[config.mk]
export PLATFORM = sky130hd
export DESIGN_NAME = bitfield_unit
export DESIGN_NICKNAME = d
export VERILOG_FILES = /design/src/rtl/bfu_pkg.sv /design/src/rtl/bfu_decode.sv /design/src/rtl/bfu_mask_gen.sv /design/src/rtl/bfu_merge.sv /design/src/rtl/bitfield_unit.sv
export SDC_FILE = /design/constraint.sdc
export NUM_CORES = 1
export LEC_CHECK = 0
export ABC_AREA = 1
export BUFFER_PORTS_ARGS = -buffer_cell sky130_fd_sc_hd__buf_4
export CAP_MARGIN = 20
export CELL_PAD_IN_SITES_DETAIL_PLACEMENT = 2
export CELL_PAD_IN_SITES_GLOBAL_PLACEMENT = 2
export CORE_ASPECT_RATIO = 1.1
export CORE_MARGIN = 1.5
export CORE_UTILIZATION = 28
export DETAILED_ROUTE_END_ITERATION = 10
export HOLD_SLACK_MARGIN = 0.1
export PLACE_DENSITY = 0.86
export SYNTH_ARGS = -nofsm -noshare
export SYNTH_HDL_FRONTEND = slang
export SYNTH_SLANG_ARGS = --single-unit
[constraint.sdc]
create_clock -name clk -period 1 [get_ports clk]
set_clock_uncertainty 0.2 [all_clocks]
set_input_delay 0.15 -clock clk [delete_from_list [all_inputs] [get_ports clk]]
set_output_delay 0.15 -clock clk [all_outputs]
set_load 0.05 [all_outputs]
[src/rtl/bfu_pkg.sv]
package bfu_pkg;
   typedef enum logic [1:0] {
      BFU_NONE    = 2'd0,
      BFU_EXTRACT = 2'd1,
      BFU_INSERT  = 2'd2
   } bfu_kind_e;

   localparam int MASK_BY_COMPARE = 0;
   localparam int MASK_BY_SHIFT   = 1;
endpackage

[src/rtl/bfu_decode.sv]
module bfu_decode #(
   parameter int INSTR_W = 32,
   parameter int DATA_W  = 32,
   parameter int IDX_W   = 5,
   parameter logic [INSTR_W-1:0] OP_MASK  = 32'hFC00C000,
   parameter logic [INSTR_W-1:0] EXT_CODE = 32'h64004000,
   parameter logic [INSTR_W-1:0] INS_CODE = 32'h64008000,
   parameter int RD_LSB  = 21,
   parameter int WID_LSB = 6,
   parameter int SH_LSB  = 0
) (
   input  logic [INSTR_W-1:0]         instr,
   output bfu_pkg::bfu_kind_e         kind,
   output logic [IDX_W-1:0]           rd,
   output logic [$clog2(DATA_W)-1:0]  lo_pos,
   output logic [$clog2(DATA_W)-1:0]  hi_pos,
   output logic                       bad_field
);
   localparam int POS_W = $clog2(DATA_W);
   localparam logic [POS_W:0] FULL = (POS_W+1)'(DATA_W);

   logic [INSTR_W-1:0] masked;
   logic [POS_W-1:0]   wfld;
   logic [POS_W:0]     ext_end;
   logic               ext_ok;
   logic               ins_ok;

   assign masked  = instr & OP_MASK;
   assign wfld    = instr[WID_LSB +: POS_W];
   assign lo_pos  = instr[SH_LSB +: POS_W];
   assign rd      = instr[RD_LSB +: IDX_W];
   assign ext_end = {1'b0, lo_pos} + {1'b0, wfld};
   assign ext_ok  = (wfld != '0) && (ext_end <= FULL);
   assign ins_ok  = (wfld >= lo_pos);

   always_comb begin
      kind      = bfu_pkg::BFU_NONE;
      hi_pos    = wfld;
      bad_field = 1'b0;
      if (masked == EXT_CODE) begin
         kind      = bfu_pkg::BFU_EXTRACT;
         hi_pos    = POS_W'(ext_end - (POS_W+1)'(1));
         bad_field = ~ext_ok;
      end else if (masked == INS_CODE) begin
         kind      = bfu_pkg::BFU_INSERT;
         hi_pos    = wfld;
         bad_field = ~ins_ok;
      end
   end
endmodule

[src/rtl/bfu_mask_gen.sv]
module bfu_mask_gen #(
   parameter int DATA_W    = 32,
   parameter int MASK_IMPL = bfu_pkg::MASK_BY_COMPARE
) (
   input  logic [$clog2(DATA_W)-1:0] lo_pos,
   input  logic [$clog2(DATA_W)-1:0] hi_pos,
   output logic [DATA_W-1:0]         mask
);
   localparam int POS_W = $clog2(DATA_W);
   localparam logic [DATA_W-1:0] ONES = '1;
   localparam logic [POS_W-1:0]  TOP  = POS_W'(DATA_W-1);

   generate
      if (MASK_IMPL == bfu_pkg::MASK_BY_COMPARE) begin : g_cmp
         for (genvar i = 0; i < DATA_W; i++) begin : g_bit
            localparam logic [POS_W-1:0] IDX = POS_W'(i);
            assign mask[i] = (IDX >= lo_pos) && (IDX <= hi_pos);
         end
      end else begin : g_shf
         // Both shift amounts stay within 0..DATA_W-1.
         assign mask = (ONES >> (TOP - hi_pos)) & (ONES << lo_pos);
      end
   endgenerate
endmodule

[src/rtl/bfu_merge.sv]
module bfu_merge #(
   parameter int DATA_W = 32
) (
   input  bfu_pkg::bfu_kind_e         kind,
   input  logic [DATA_W-1:0]          src_val,
   input  logic [DATA_W-1:0]          dst_val,
   input  logic [DATA_W-1:0]          mask,
   input  logic [$clog2(DATA_W)-1:0]  lo_pos,
   output logic [DATA_W-1:0]          result
);
   logic [DATA_W-1:0] ext_res;
   logic [DATA_W-1:0] ins_res;

   assign ext_res = (src_val & mask) >> lo_pos;
   assign ins_res = (dst_val & ~mask) | ((src_val << lo_pos) & mask);
   assign result  = (kind == bfu_pkg::BFU_EXTRACT) ? ext_res : ins_res;
endmodule

[src/rtl/bitfield_unit.sv]
module bitfield_unit #(
   parameter int INSTR_W   = 32,
   parameter int DATA_W    = 32,
   parameter int IDX_W     = 5,
   parameter logic [INSTR_W-1:0] OP_MASK  = 32'hFC00C000,
   parameter logic [INSTR_W-1:0] EXT_CODE = 32'h64004000,
   parameter logic [INSTR_W-1:0] INS_CODE = 32'h64008000,
   parameter int RD_LSB    = 21,
   parameter int WID_LSB   = 6,
   parameter int SH_LSB    = 0,
   parameter int MASK_IMPL = bfu_pkg::MASK_BY_COMPARE
) (
   input  logic               clk,
   input  logic               rst_n,
   input  logic               in_valid,
   input  logic [31:0]        instr,
   input  logic [31:0]        src_val,
   input  logic [31:0]        dst_val,
   output logic [31:0]        res_data,
   output logic [4:0]         res_rd,
   output logic               res_we,
   output logic               res_illegal
);
   localparam int POS_W = $clog2(DATA_W);

   generate
      if (INSTR_W != 32 || DATA_W != 32 || IDX_W != 5) begin : g_bad_width
         initial $error("bitfield_unit: port widths are fixed at 32/32/5");
      end
      if ((DATA_W & (DATA_W - 1)) != 0) begin : g_bad_pow2
         initial $error("bitfield_unit: DATA_W must be a power of two");
      end
      if (RD_LSB + IDX_W > INSTR_W || WID_LSB + POS_W > INSTR_W
          || SH_LSB + POS_W > INSTR_W) begin : g_bad_field
         initial $error("bitfield_unit: a field lies outside the word");
      end
      if (((EXT_CODE | INS_CODE) & ~OP_MASK) != '0 || EXT_CODE == INS_CODE) begin : g_bad_code
         initial $error("bitfield_unit: opcode patterns inconsistent with mask");
      end
      if (MASK_IMPL != bfu_pkg::MASK_BY_COMPARE
          && MASK_IMPL != bfu_pkg::MASK_BY_SHIFT) begin : g_bad_impl
         initial $error("bitfield_unit: unknown MASK_IMPL");
      end
   endgenerate

   bfu_pkg::bfu_kind_e kind;
   logic [IDX_W-1:0]   rd;
   logic [POS_W-1:0]   lo_pos;
   logic [POS_W-1:0]   hi_pos;
   logic               bad_field;
   logic [DATA_W-1:0]  mask;
   logic [DATA_W-1:0]  result;
   logic               recognised;

   bfu_decode #(
      .INSTR_W(INSTR_W), .DATA_W(DATA_W), .IDX_W(IDX_W),
      .OP_MASK(OP_MASK), .EXT_CODE(EXT_CODE), .INS_CODE(INS_CODE),
      .RD_LSB(RD_LSB), .WID_LSB(WID_LSB), .SH_LSB(SH_LSB)
   ) u_decode (
      .instr(instr), .kind(kind), .rd(rd),
      .lo_pos(lo_pos), .hi_pos(hi_pos), .bad_field(bad_field)
   );

   bfu_mask_gen #(.DATA_W(DATA_W), .MASK_IMPL(MASK_IMPL)) u_mask (
      .lo_pos(lo_pos), .hi_pos(hi_pos), .mask(mask)
   );

   bfu_merge #(.DATA_W(DATA_W)) u_merge (
      .kind(kind), .src_val(src_val), .dst_val(dst_val),
      .mask(mask), .lo_pos(lo_pos), .result(result)
   );

   assign recognised = (kind != bfu_pkg::BFU_NONE);

   always_ff @(posedge clk or negedge rst_n) begin
      if (!rst_n) begin
         res_we      <= 1'b0;
         res_illegal <= 1'b0;
         res_data    <= '0;
         res_rd      <= '0;
      end else begin
         res_we      <= in_valid & recognised & ~bad_field;
         res_illegal <= in_valid & recognised & bad_field;
         if (in_valid) begin
            res_data <= result;
            res_rd   <= rd;
         end
      end
   end
endmodule

==> flow_summary.rst, run 1 <==
.. list-table::
   :header-rows: 1

   * - Metric
     - Value
   * - Maximum number of pins on one net before global-route repair
     - 69
   * - Count of flip-flops with a built-in enable after synthesis
     - 0
   * - Yosys warns
     - 0
   * - Count of buffers inserted at the top-level ports
     - 128
   * - Type of the worst endpoint after the last repair
     - register input
   * - Stage where the flow stopped
     - global routing
   * - Async S/R FF share, synth
     - 1.00
   * - GRT Residual Overflow
     - ~110
   * - IO Pins
     - 138
   * - HPWL after detailed placement
     - approximately 36000 um
   * - Pre-CTS WS
     - -2.84 ns
   * - Post-Syn Nets
     - 1261
   * - Synth Cell Area
     - 6340 um^2
   * - Most area-consuming cells after synthesis
     - sky130_fd_sc_hd__nand2_1, sky130_fd_sc_hd__dfrtp_1, sky130_fd_sc_hd__nand3_1
   * - Sequential area share after synthesis
     - 0.154
   * - Die height
     - 161 um
   * - Clk buf depth
     - 2
   * - Number of H-tree levels
     - 2
   * - Final GP Congestion
     - 0.956
   * - Root buffer cell
     - sky130_fd_sc_hd__clkbuf_16
   * - Primary FF master, synth
     - sky130_fd_sc_hd__dfrtp_1
   * - Clk sinks
     - 39
   * - Total number of placement rows
     - 57
   * - Width of the chip
     - 147 um
   * - Worst setup endpoint after the global-route repair_timing
     - res_data[23]$_DFFE_PN0P_/D
   * - Synthesized instance count
     - 1149
   * - Count of different cell masters after synthesis
     - 47
   * - Count of state elements after synthesis
     - 39
   * - Syn_area_per_cell
     - 5.52 um^2
   * - Effective utilization at floorplan
     - 0.286
   * - Result of the run
     - aborted with a tool error
   * - Clock buffers created by TritonCTS
     - 5
   * - First error in the log
     - [ERROR GRT-0232] Routing congestion too high. Check the congestion heatmap in the GUI.
   * - Synth top area share
     - 0.211
   * - Number of antenna violations at the first check in global routing
     - 5
   * - Global-route usage over all layers
     - 0.720
   * - Cell type with the highest aggregate area in the netlist
     - sky130_fd_sc_hd__nand2_1
-- routing by layer --
| layer | track usage | overflow |
|---|---|---|
| met3 | 0.486 | 1 |
| met5 | 0.190 | 0 |
| met4 | 0.767 | 53 |
| met1 | 0.713 | 2 |
| met2 | 0.938 | 56 |
-- cells in the mapped netlist (all sizes together), types with 3 or more instances --
cell type and number:
a21oi 75, a221oi 3, a31oi 17, buf 41
clkbuf 28, dfrtp 39, ha 12, inv 102
mux2i 3, nand2 375, nand3 190, nand3b 3
nand4 21, nor2 100, nor3 6, nor4 3
o2111ai 5, o211ai 23, o21ai 81, o22ai 7
-- cells by family after synthesis --
group,Yosys count,synth area share
AND/OR/NAND/NOR,698,0.492
AO/OA/AOI/OAI,224,0.209
buffers and inverters,172,0.114
flip-flops,39,0.154
adder cells (fa/ha/maj),13,0.0268
multiplexers,3,0.00473
-- stage by stage --
stage          instance area (um^2)  TNS [ns]  instances
3_3_place_gp                   9480    -78.25       1769
4_1_cts                       10800    -73.94       1821
2_1_floorplan                  6470    -60.63       1149
3_5_place_dp                   9480    -86.00       1769
-- repair_timing --
item,CTS
setup buffers,40
endpoints found under the hold margin,49
resized for setup,195
pin swaps,72
endpoints found under the setup margin,73
hold buffers,4
==> run 2, diff against run 1 <==
--- a/config.mk
+++ b/config.mk
@@ -8,14 +8,10 @@
 export ABC_AREA = 1
 export BUFFER_PORTS_ARGS = -buffer_cell sky130_fd_sc_hd__buf_4
 export CAP_MARGIN = 20
-export CELL_PAD_IN_SITES_DETAIL_PLACEMENT = 2
-export CELL_PAD_IN_SITES_GLOBAL_PLACEMENT = 2
-export CORE_ASPECT_RATIO = 1.1
 export CORE_MARGIN = 1.5
-export CORE_UTILIZATION = 28
+export CORE_UTILIZATION = 40
 export DETAILED_ROUTE_END_ITERATION = 10
-export HOLD_SLACK_MARGIN = 0.1
-export PLACE_DENSITY = 0.86
+export PLACE_DENSITY_LB_ADDON = 0.15
 export SYNTH_ARGS = -nofsm -noshare
 export SYNTH_HDL_FRONTEND = slang
 export SYNTH_SLANG_ARGS = --single-unit
==> flow_summary.rst, run 2 <==
.. list-table::
   :header-rows: 1

   * - Metric
     - Value
   * - Result of the run
     - finished with violations
   * - Violated checks
     - hold timing, setup timing
   * - Post-Place Cell Area
     - 9390 um^2 (-1.0%)
   * - Most area-consuming cells after synthesis
     - sky130_fd_sc_hd__nand2_1, sky130_fd_sc_hd__dfrtp_1, sky130_fd_sc_hd__nand3_1
   * - Syn_area_per_cell
     - 5.52 um^2 (unchanged)
   * - Synthesized instance count
     - 1149 (unchanged)
   * - Final critical-path share of the clock period
     - 3.19
   * - Biggest registers after layout
     - res_data (32), res_rd (5)
   * - Critical setup path kind
     - input pin to register
   * - Synth-to-Final Area Change
     - 74.5%
   * - Setup violation total in the final timing report
     - 76
   * - Clock Pin Slew Worst Setup and Hold Paths
     - 0.06 ns
   * - Primary FF master, synth
     - sky130_fd_sc_hd__dfrtp_1
   * - Crit path launch type
     - input pin
   * - Clk buf depth
     - 2 (unchanged)
   * - Total iterations of the first detailed-routing run
     - 9
   * - Maximum single-stage delay on the critical path
     - 0.53 ns
   * - Count of flip-flops with a built-in enable after synthesis
     - 0 (unchanged)
   * - Effective utilization at floorplan
     - 0.413 (+0.127)
   * - Top register by number of flip-flops
     - res_data
   * - Synth top area share
     - 0.211 (unchanged)
   * - Number of H-tree levels
     - 2 (unchanged)
   * - Power density over cell area
     - 859 nW/um^2
   * - Most frequent cells in the layout
     - sky130_fd_sc_hd__buf_4, sky130_fd_sc_hd__nand2_1, sky130_fd_sc_hd__nand3_1, sky130_fd_sc_hd__inv_1, sky130_fd_sc_hd__nor2_1
   * - Type of the most critical hold path
     - input pin to register
   * - Via density per instance
     - 5.83
   * - Worst vdd ir
     - about 1100 uV
   * - Clock tree from TritonCTS
     - done
   * - Max_cap viols
     - 0
   * - IO Pins
     - 138 (unchanged)
   * - Final GP Congestion
     - 1.08 (+13%)
   * - CP Launch Point
     - instr[0]
   * - First-pass GRT wire length
     - slightly above 50000 um
   * - Global-route usage over all layers
     - 0.415
   * - Crit path capture type
     - register
   * - Root buffer cell
     - sky130_fd_sc_hd__clkbuf_16
   * - Cells traversed along the worst timing path
     - buf_8 > ha_4 > fa_2 > inv_2 > ha_4 > nand3b_1 > nand2_2 > nand2_2 > nand2_4 > inv_4 > a21oi_1 > buf_4 > buf_4 > nand3_2 > nand2_1 > nand2_2 > nand3_2 > nand3_1 > nand2_2 > nand2_1 > nand2_1 > nand2_1 > a21oi_2
   * - Count of final hold-check violations
     - 1
   * - Count of different cell masters after synthesis
     - 47 (unchanged)
   * - Count of buffers inserted at the top-level ports
     - 128 (unchanged)
   * - Worst path setup slack after routing
     - -2.19 ns
   * - Leakage power
     - 0.00560 uW
   * - Cell type with the highest aggregate area in the netlist
     - sky130_fd_sc_hd__nand2_1
   * - Hold_sp
     - in_valid
   * - HPWL after detailed placement
     - 27100 um (-26%)
   * - Required time reported for the critical path endpoint
     - 1.01 ns
   * - Yosys warns
     - 0 (unchanged)
   * - Post-Syn Nets
     - 1261 (unchanged)
   * - Count of state elements after synthesis
     - 39 (unchanged)
   * - Fraction of final layout cells sized beyond drive strength 1
     - 0.449
   * - Summed area of non-filler cells in the final layout
     - between 10000 and 15000 um^2
   * - Number of global-route vias before repair
     - 8993
   * - Nets
     - approximately 1.7k
   * - Number of max-slew violations in the final report
     - 0
   * - Clock buffers created by TritonCTS
     - 5 (unchanged)
   * - Slowest stage cell on the critical path
     - sky130_fd_sc_hd__fa_2
   * - Async S/R FF share, synth
     - 1.00 (unchanged)
   * - Full die area
     - around 17000 um^2
   * - Width of the chip
     - 129 um (-12%)
   * - Fin Hold WS
     - -0.00920 ns
   * - Detailed Route Iter0 Violations
     - 1496
   * - Number of antenna violations at the first check in global routing
     - 1
   * - Worst slew pin tran
     - 0.701 ns
   * - Slew Limit Headroom
     - 0.533
   * - Leading cell type by number of instances after synthesis
     - sky130_fd_sc_hd__nand2_1
   * - Synth Cell Area
     - 6340 um^2 (unchanged)
   * - Clk sinks
     - 39 (unchanged)
   * - Sequential area share after synthesis
     - 0.154 (unchanged)
   * - Floorplan core area
     - 15400 um^2
   * - Post-route DRC
     - 0
   * - Worst-Skew Late Latency
     - 0.28 ns
   * - List of most frequent post-synthesis cells
     - sky130_fd_sc_hd__nand2_1, sky130_fd_sc_hd__nand3_1, sky130_fd_sc_hd__nor2_1
   * - Pre-CTS WS
     - -2.50 ns (+0.341 ns)
   * - Total number of vias
     - 10.3k
   * - Most common library cell in the layout ignoring fill and taps
     - sky130_fd_sc_hd__buf_4
   * - Total number of placement rows
     - 45 (-21%)
   * - Number of nets with antenna violations after detailed routing
     - 0
   * - Mean routed wirelength per cell
     - 21.0 um
   * - Maximum number of pins on one net before global-route repair
     - 54
   * - Tmin final
     - 3.19 ns
   * - GRT Residual Overflow
     - 0
   * - Endpoint arrival time on the critical path
     - roughly 3.2 ns
   * - Number of flip-flops in the largest register
     - 32
   * - Die height
     - 129 um (-20%)
   * - Worst-path fanout max
     - 6
   * - Fmax
     - 314 MHz
   * - Unrepaired setup endpoints after global routing
     - true
   * - Final routed wirelength across all metal layers
     - roughly 37000 um
   * - Critical R2R Launch
     - res_data[26]$_DFFE_PN0P_
==> run 2: cell counts after synthesis <==
No cell type changed its count.
==> run 2: final cells by class <==
| class | instances | area (um^2) |
|---|---|---|
| multi-input combinational | 938 | 5480 |
| fill | 1296 | 4300 |
| timing repair buffer | 459 | 3800 |
| sequential | 39 | 982 |
| inverter | 103 | 404 |
| tap | 211 | 264 |
| clock buffer | 7 | 133 |
| clock inverter | 1 | 5.00 |
| antenna | 1 | 2.50 |
==> run 2: metal layers <==
layer,global-route usage,vias to the layer above,part of all wire
li1,-,4655,-
met1,0.576,4640,0.41
met2,0.629,801,0.42
met3,0.0699,158,0.12
met4,0.188,0,0.056
met5,0,-,0
==> run 2: kinds of logic after synthesis <==
kind of cell,share of synthesized area
buffers and inverters,0.114
muxes,0.00473
DFF,0.154
AOI/OAI and AO/OA,0.209
adders and majority gates,0.0268
and+or+nand+nor,0.492
==> run 2: worst max-delay path: cells and delay by family <==
kind	cells	cell delay, ns
AOI/OAI and AO/OA	2	0.30
adders and majority gates	3	0.85
buffers and inverters	5	0.50
and+or+nand+nor	13	1.40
==> run 2: path summary, 6_finish.rpt <==
path | end | slack (ns) | depth (start not counted)
min in group asynchronous | res_data[7]$_DFFE_PN0P_ | 0.10 | 2
max in group asynchronous | res_data[30]$_DFFE_PN0P_ | 0.10 | 3
hold / removal | res_data[15]$_DFFE_PN0P_ | -0.009 | 3
hold reg to reg | res_rd[0]$_DFFE_PN0P_ | 0.30 | 2
setup reg to reg | res_data[26]$_DFFE_PN0P_ | -0.17 | 4
setup / recovery | res_data[6]$_DFFE_PN0P_ | -2.19 | 23
==> run 2: report_power, final <==
group	switching, uW	internal (uW)
Sequential	137	1750
Combinational	3530	2540
Clock	630	922
==> run 2: per-stage QoR <==
step | total power [uW] | TNS, ns | hold WS [ns] | util | std cells
3_5_place_dp | 6840 | -77.02 | -0.182 | 0.611 | 1688
6_report | 9510 | -72.97 | -0.00920 | 0.720 | 1759
5_1_grt | 9900 | -76.95 | 0.0217 | 0.720 | 1758
2_1_floorplan | 4410 | -60.63 | -0.346 | - | 1149
3_3_place_gp | 6830 | -76.94 | -0.185 | 0.611 | 1688
4_1_cts | 8810 | -67.37 | -0.00490 | 0.666 | 1734
==> run 2: repair_timing <==
action | in CTS | in global routing
setup endpoints to repair | 73 | 74
pin swaps | 33 | 88
hold buffers | 6 | 0
gates cloned | 0 | 0
buffers inserted | 32 | 25
resized for setup | 106 | 153
endpoints found under the hold margin | 45 | 0
Power figures use the tool's default switching activity.
==> run 3, diff against run 2 <==
--- a/config.mk
+++ b/config.mk
@@ -5,10 +5,8 @@
 export SDC_FILE = /design/constraint.sdc
 export NUM_CORES = 1
 export LEC_CHECK = 0
-export ABC_AREA = 1
 export BUFFER_PORTS_ARGS = -buffer_cell sky130_fd_sc_hd__buf_4
-export CAP_MARGIN = 20
-export CORE_MARGIN = 1.5
+export CORE_MARGIN = 4
 export CORE_UTILIZATION = 40
 export DETAILED_ROUTE_END_ITERATION = 10
 export PLACE_DENSITY_LB_ADDON = 0.15
==> flow_summary.rst, run 3 <==
.. list-table::
   :header-rows: 1

   * - Metric
     - Value
   * - Worst slew pin tran
     - 0.695 ns (-0.00518 ns)
   * - Total number of placement rows
     - 48 (+6.7%)
   * - Critical path depth
     - 16 (-30%)
   * - Top register by number of flip-flops
     - res_data
   * - Sw power
     - 4980 uW (+16%)
   * - Setup violation total in the final timing report
     - 73 (-3.9%)
   * - Most common library cell in the layout ignoring fill and taps
     - sky130_fd_sc_hd__buf_4
   * - Dominant delay contributor by cell family on the critical path
     - adder cells
   * - Number of flip-flops in the largest register
     - 32 (unchanged)
   * - Synth top area share
     - 0.138 (-0.0729)
   * - Power density over cell area
     - 877 nW/um^2 (+2.2%)
   * - Total number of vias
     - 11.3k (+10%)
   * - Final GP Congestion
     - 1.08 (+0.10%)
   * - Worst-path fanout max
     - 5 (-1)
   * - Reg-to-reg critical path endpoint
     - res_data[1]$_DFFE_PN0P_
   * - Clk sinks
     - 39 (unchanged)
   * - Required time reported for the critical path endpoint
     - 0.96 ns (-0.05 ns)
   * - Global-route usage over all layers
     - 0.422 (+0.00707)
   * - Post-route DRC
     - 0 (unchanged)
   * - Endpoint arrival time on the critical path
     - 3.35 ns (+0.15 ns)
   * - Result of the run
     - finished with violations
   * - Crit path capture type
     - register
   * - Maximum single-stage delay on the critical path
     - 0.55 ns (+0.02 ns)
   * - Number of nets with antenna violations after detailed routing
     - 0 (unchanged)
   * - Most frequent cells in the layout
     - sky130_fd_sc_hd__buf_4, sky130_fd_sc_hd__nand2_1, sky130_fd_sc_hd__nor2_1, sky130_fd_sc_hd__buf_6, sky130_fd_sc_hd__o21ai_0
   * - Die height
     - 141 um (+9.4%)
   * - Cell type with the highest aggregate area in the netlist
     - sky130_fd_sc_hd__dfrtp_1
   * - Mean routed wirelength per cell
     - 26.1 um (+24%)
   * - Synth Cell Area
     - 7090 um^2 (+12%)
   * - Detailed Route Iter0 Violations
     - 1744 (+17%)
   * - Number of max-slew violations in the final report
     - 0 (unchanged)
   * - Slowest stage cell on the critical path
     - sky130_fd_sc_hd__fa_2
   * - Leading cell type by number of instances after synthesis
     - sky130_fd_sc_hd__nand2_1
   * - Max_cap viols
     - 0 (unchanged)
   * - Primary FF master, synth
     - sky130_fd_sc_hd__dfrtp_1
   * - Clock buffers created by TritonCTS
     - 5 (unchanged)
   * - Clock tree from TritonCTS
     - done
   * - Type of the most critical hold path
     - input pin to register
   * - Final routed wirelength across all metal layers
     - 44300 um (+20%)
   * - Final critical-path share of the clock period
     - 3.39 (+0.197)
   * - Floorplan core area
     - 17400 um^2 (+13%)
   * - Hold_sp
     - instr[23]
   * - Effective utilization at floorplan
     - 0.408 (-0.00440)
   * - Nets
     - 1583 (-4.5%)
   * - Violated checks
     - hold timing, setup timing
   * - Total iterations of the first detailed-routing run
     - 6 (-3)
   * - Worst path setup slack after routing
     - -2.39 ns (-0.197 ns)
   * - Cells traversed along the worst timing path
     - buf_6 > ha_4 > fa_2 > inv_2 > ha_4 > xor3_2 > buf_4 > nand4_1 > a41oi_2 > or2_4 > buf_4 > nor2_1 > mux4_2 > a211oi_2 > a2bb2oi_2 > a41oi_1
   * - Fin Hold WS
     - -0.116 ns (-0.107 ns)
   * - Most area-consuming cells after synthesis
     - sky130_fd_sc_hd__dfrtp_1, sky130_fd_sc_hd__nand2_1, sky130_fd_sc_hd__o21ai_0
   * - Tmin final
     - 3.39 ns (+0.197 ns)
   * - Hold Path End
     - res_rd[2]$_DFFE_PN0P_
   * - Worst vdd ir
     - 874 uV (-19%)
   * - Count of flip-flops with a built-in enable after synthesis
     - 0 (unchanged)
   * - Async S/R FF share, synth
     - 1.00 (unchanged)
   * - Count of different cell masters after synthesis
     - 91 (+94%)
   * - Number of antenna violations at the first check in global routing
     - 2 (+1)
   * - Yosys warns
     - 0 (unchanged)
   * - GRT Residual Overflow
     - 0 (unchanged)
   * - Worst-Skew Late Latency
     - 0.29 ns (about the same)
   * - Leakage power
     - 0.00557 uW (-0.59%)
   * - Count of state elements after synthesis
     - 39 (unchanged)
   * - Sequential share of power
     - 0.169 (-0.030)
   * - Clock Pin Slew Worst Setup and Hold Paths
     - 0.07 ns (about the same)
   * - Number of H-tree levels
     - 2 (unchanged)
   * - First-pass GRT wire length
     - 64300 um (+25%)
   * - IO Pins
     - 138 (unchanged)
   * - Count of buffers inserted at the top-level ports
     - 128 (unchanged)
   * - Share of total power in the clock network
     - 0.174 (+0.011)
   * - Fraction of the core area covered by cells at the end of the flow
     - 0.738 (+0.0174)
   * - Post-Syn Nets
     - 1125 (-11%)
   * - Crit path launch type
     - input pin
   * - Sequential area share after synthesis
     - 0.138 (-0.0161)
   * - List of most frequent post-synthesis cells
     - sky130_fd_sc_hd__nand2_1, sky130_fd_sc_hd__nor2_1, sky130_fd_sc_hd__o21ai_0
   * - Number of cells on the worst hold path
     - 2 (-1)
   * - Synthesized instance count
     - 1013 (-12%)
   * - Synth-to-Final Area Change
     - 80.7%
   * - Width of the chip
     - 141 um (+9.4%)
   * - Number of global-route vias before repair
     - 10.6k (+18%)
   * - Net Sw Frac
     - 0.444 (-0.00852)
   * - Critical setup path kind
     - input pin to register
   * - Via density per instance
     - 6.64 (+14%)
   * - Count of final hold-check violations
     - 5 (+4)
   * - Syn_area_per_cell
     - 7.00 um^2 (+27%)
   * - Unrepaired setup endpoints after global routing
     - true
   * - Buffers plus inverters on the worst setup path
     - 4 (-1)
   * - Clk buf depth
     - 2 (unchanged)
   * - Fraction of final layout cells sized beyond drive strength 1
     - 0.521 (+0.0718)
   * - Reg2Reg Depth
     - 4 (unchanged)
   * - HPWL after detailed placement
     - 33600 um (+24%)
   * - Slew Limit Headroom
     - 0.532 (-0.00144)
   * - Biggest registers after layout
     - res_data (32), res_rd (5)
   * - Total internal power
     - 6250 uW (+20%)
   * - Worst-case register-to-register setup slack
     - -0.31 ns (-0.14 ns)
   * - Fmax
     - 295 MHz (-5.8%)
   * - Maximum number of pins on one net before global-route repair
     - 50 (-7.4%)
   * - Root buffer cell
     - sky130_fd_sc_hd__clkbuf_16
   * - Share of power burned in combinational logic
     - 0.657 (+0.019)
   * - Critical R2R Launch
     - res_data[1]$_DFFE_PN0P_
   * - Full die area
     - 19900 um^2 (+20%)
   * - Number of buffers added to fix hold violations after cts
     - 1 (-5)
run 3: cell count changes in the layout (fill, tap and decap cells not counted), moves of 13 or more:
cell                      before  now
sky130_fd_sc_hd__nand2_1     304  132
sky130_fd_sc_hd__nand3_1     109   26
sky130_fd_sc_hd__inv_1        81   11
sky130_fd_sc_hd__nand3_2      75    6
sky130_fd_sc_hd__buf_4       386  449
sky130_fd_sc_hd__nand2_2      60    6
sky130_fd_sc_hd__mux2i_1       3   35
sky130_fd_sc_hd__buf_6        56   72
sky130_fd_sc_hd__inv_2        17    1
sky130_fd_sc_hd__and3_1        0   15
sky130_fd_sc_hd__mux2_2        0   14
sky130_fd_sc_hd__mux4_2        0   14
sky130_fd_sc_hd__a31oi_1      16   29
run 3: area by class of cell:
cell class                 count  area, um^2
multi-input combinational    876        6860
fill                        1400        4550
timing repair buffer         534        4400
sequential                    39         983
tap                          225         282
clock buffer                   5         125
inverter                      15         108
clock inverter                 3        43.8
antenna                        2        5.00
run 3: through the flow:
step | setup TNS (ns) | total power (uW) | instances | area, um^2 | setup slack (ns)
global placement | -88.06 | 7990 | 1640 | 11100 | -2.82
finish | -81.10 | 11200 | 1699 | 12800 | -2.39
floorplan | -76.03 | 5090 | 1013 | 7650 | -2.43
CTS | -80.43 | 10700 | 1686 | 12400 | -2.30
global route | -84.13 | 11600 | 1697 | 12800 | -2.42
detailed placement | -88.93 | 8020 | 1640 | 11100 | -2.81
run 3: what timing repair did:
item,4_1_cts,5_1_grt
pin swaps,52,35
setup buffers,36,14
setup endpoints to repair,78,75
hold endpoints to repair,44,5
cloned,1,0
resized for setup,196,70
run 3: routing by layer:
| layer | global-route usage | wire length, um |
|---|---|---|
| met3 | 0.114 | 5930 |
| met5 | 0 | 27 |
| met2 | 0.632 | 18800 |
| met4 | 0.180 | 2560 |
| met1 | 0.571 | 17000 |
run 3: logic make-up (layout without fill, tap and decap cells):
group | count (synthesis) | after routing | share of synthesized area
compound gates | 386 | 386 | 0.369
xor+xnor | 6 | 6 | 0.0125
fa+ha+maj | 13 | 13 | 0.0240
buf+inv | 99 | 557 | 0.0574
flops | 39 | 39 | 0.138
mux | 71 | 71 | 0.129
other cells | 0 | 2 | 0
simple gates | 399 | 400 | 0.271
run 3: worst max path at each step:
stage             start                  endpoint  slack (ns)
2_1_floorplan  instr[1]   res_data[7]$_DFFE_PN0P_       -2.43
3_5_place_dp   instr[0]   res_data[5]$_DFFE_PN0P_       -2.81
3_3_place_gp   instr[0]   res_data[5]$_DFFE_PN0P_       -2.82
6_report       instr[0]  res_data[10]$_DFFE_PN0P_       -2.39
5_1_grt        instr[0]   res_data[0]$_DFFE_PN0P_       -2.42
4_1_cts        instr[0]   res_data[4]$_DFFE_PN0P_       -2.30
run 3: power by group through the flow:
stage                     Sequential [uW]  Combinational, uW  Clock, uW
after floorplan                      2470               2620          0
after global placement               1890               6100          0
after detailed placement             1890               6120          0
after CTS                            1890               6890       1930
after global routing                 1920               7670       2010
final                                1900               7380       1950
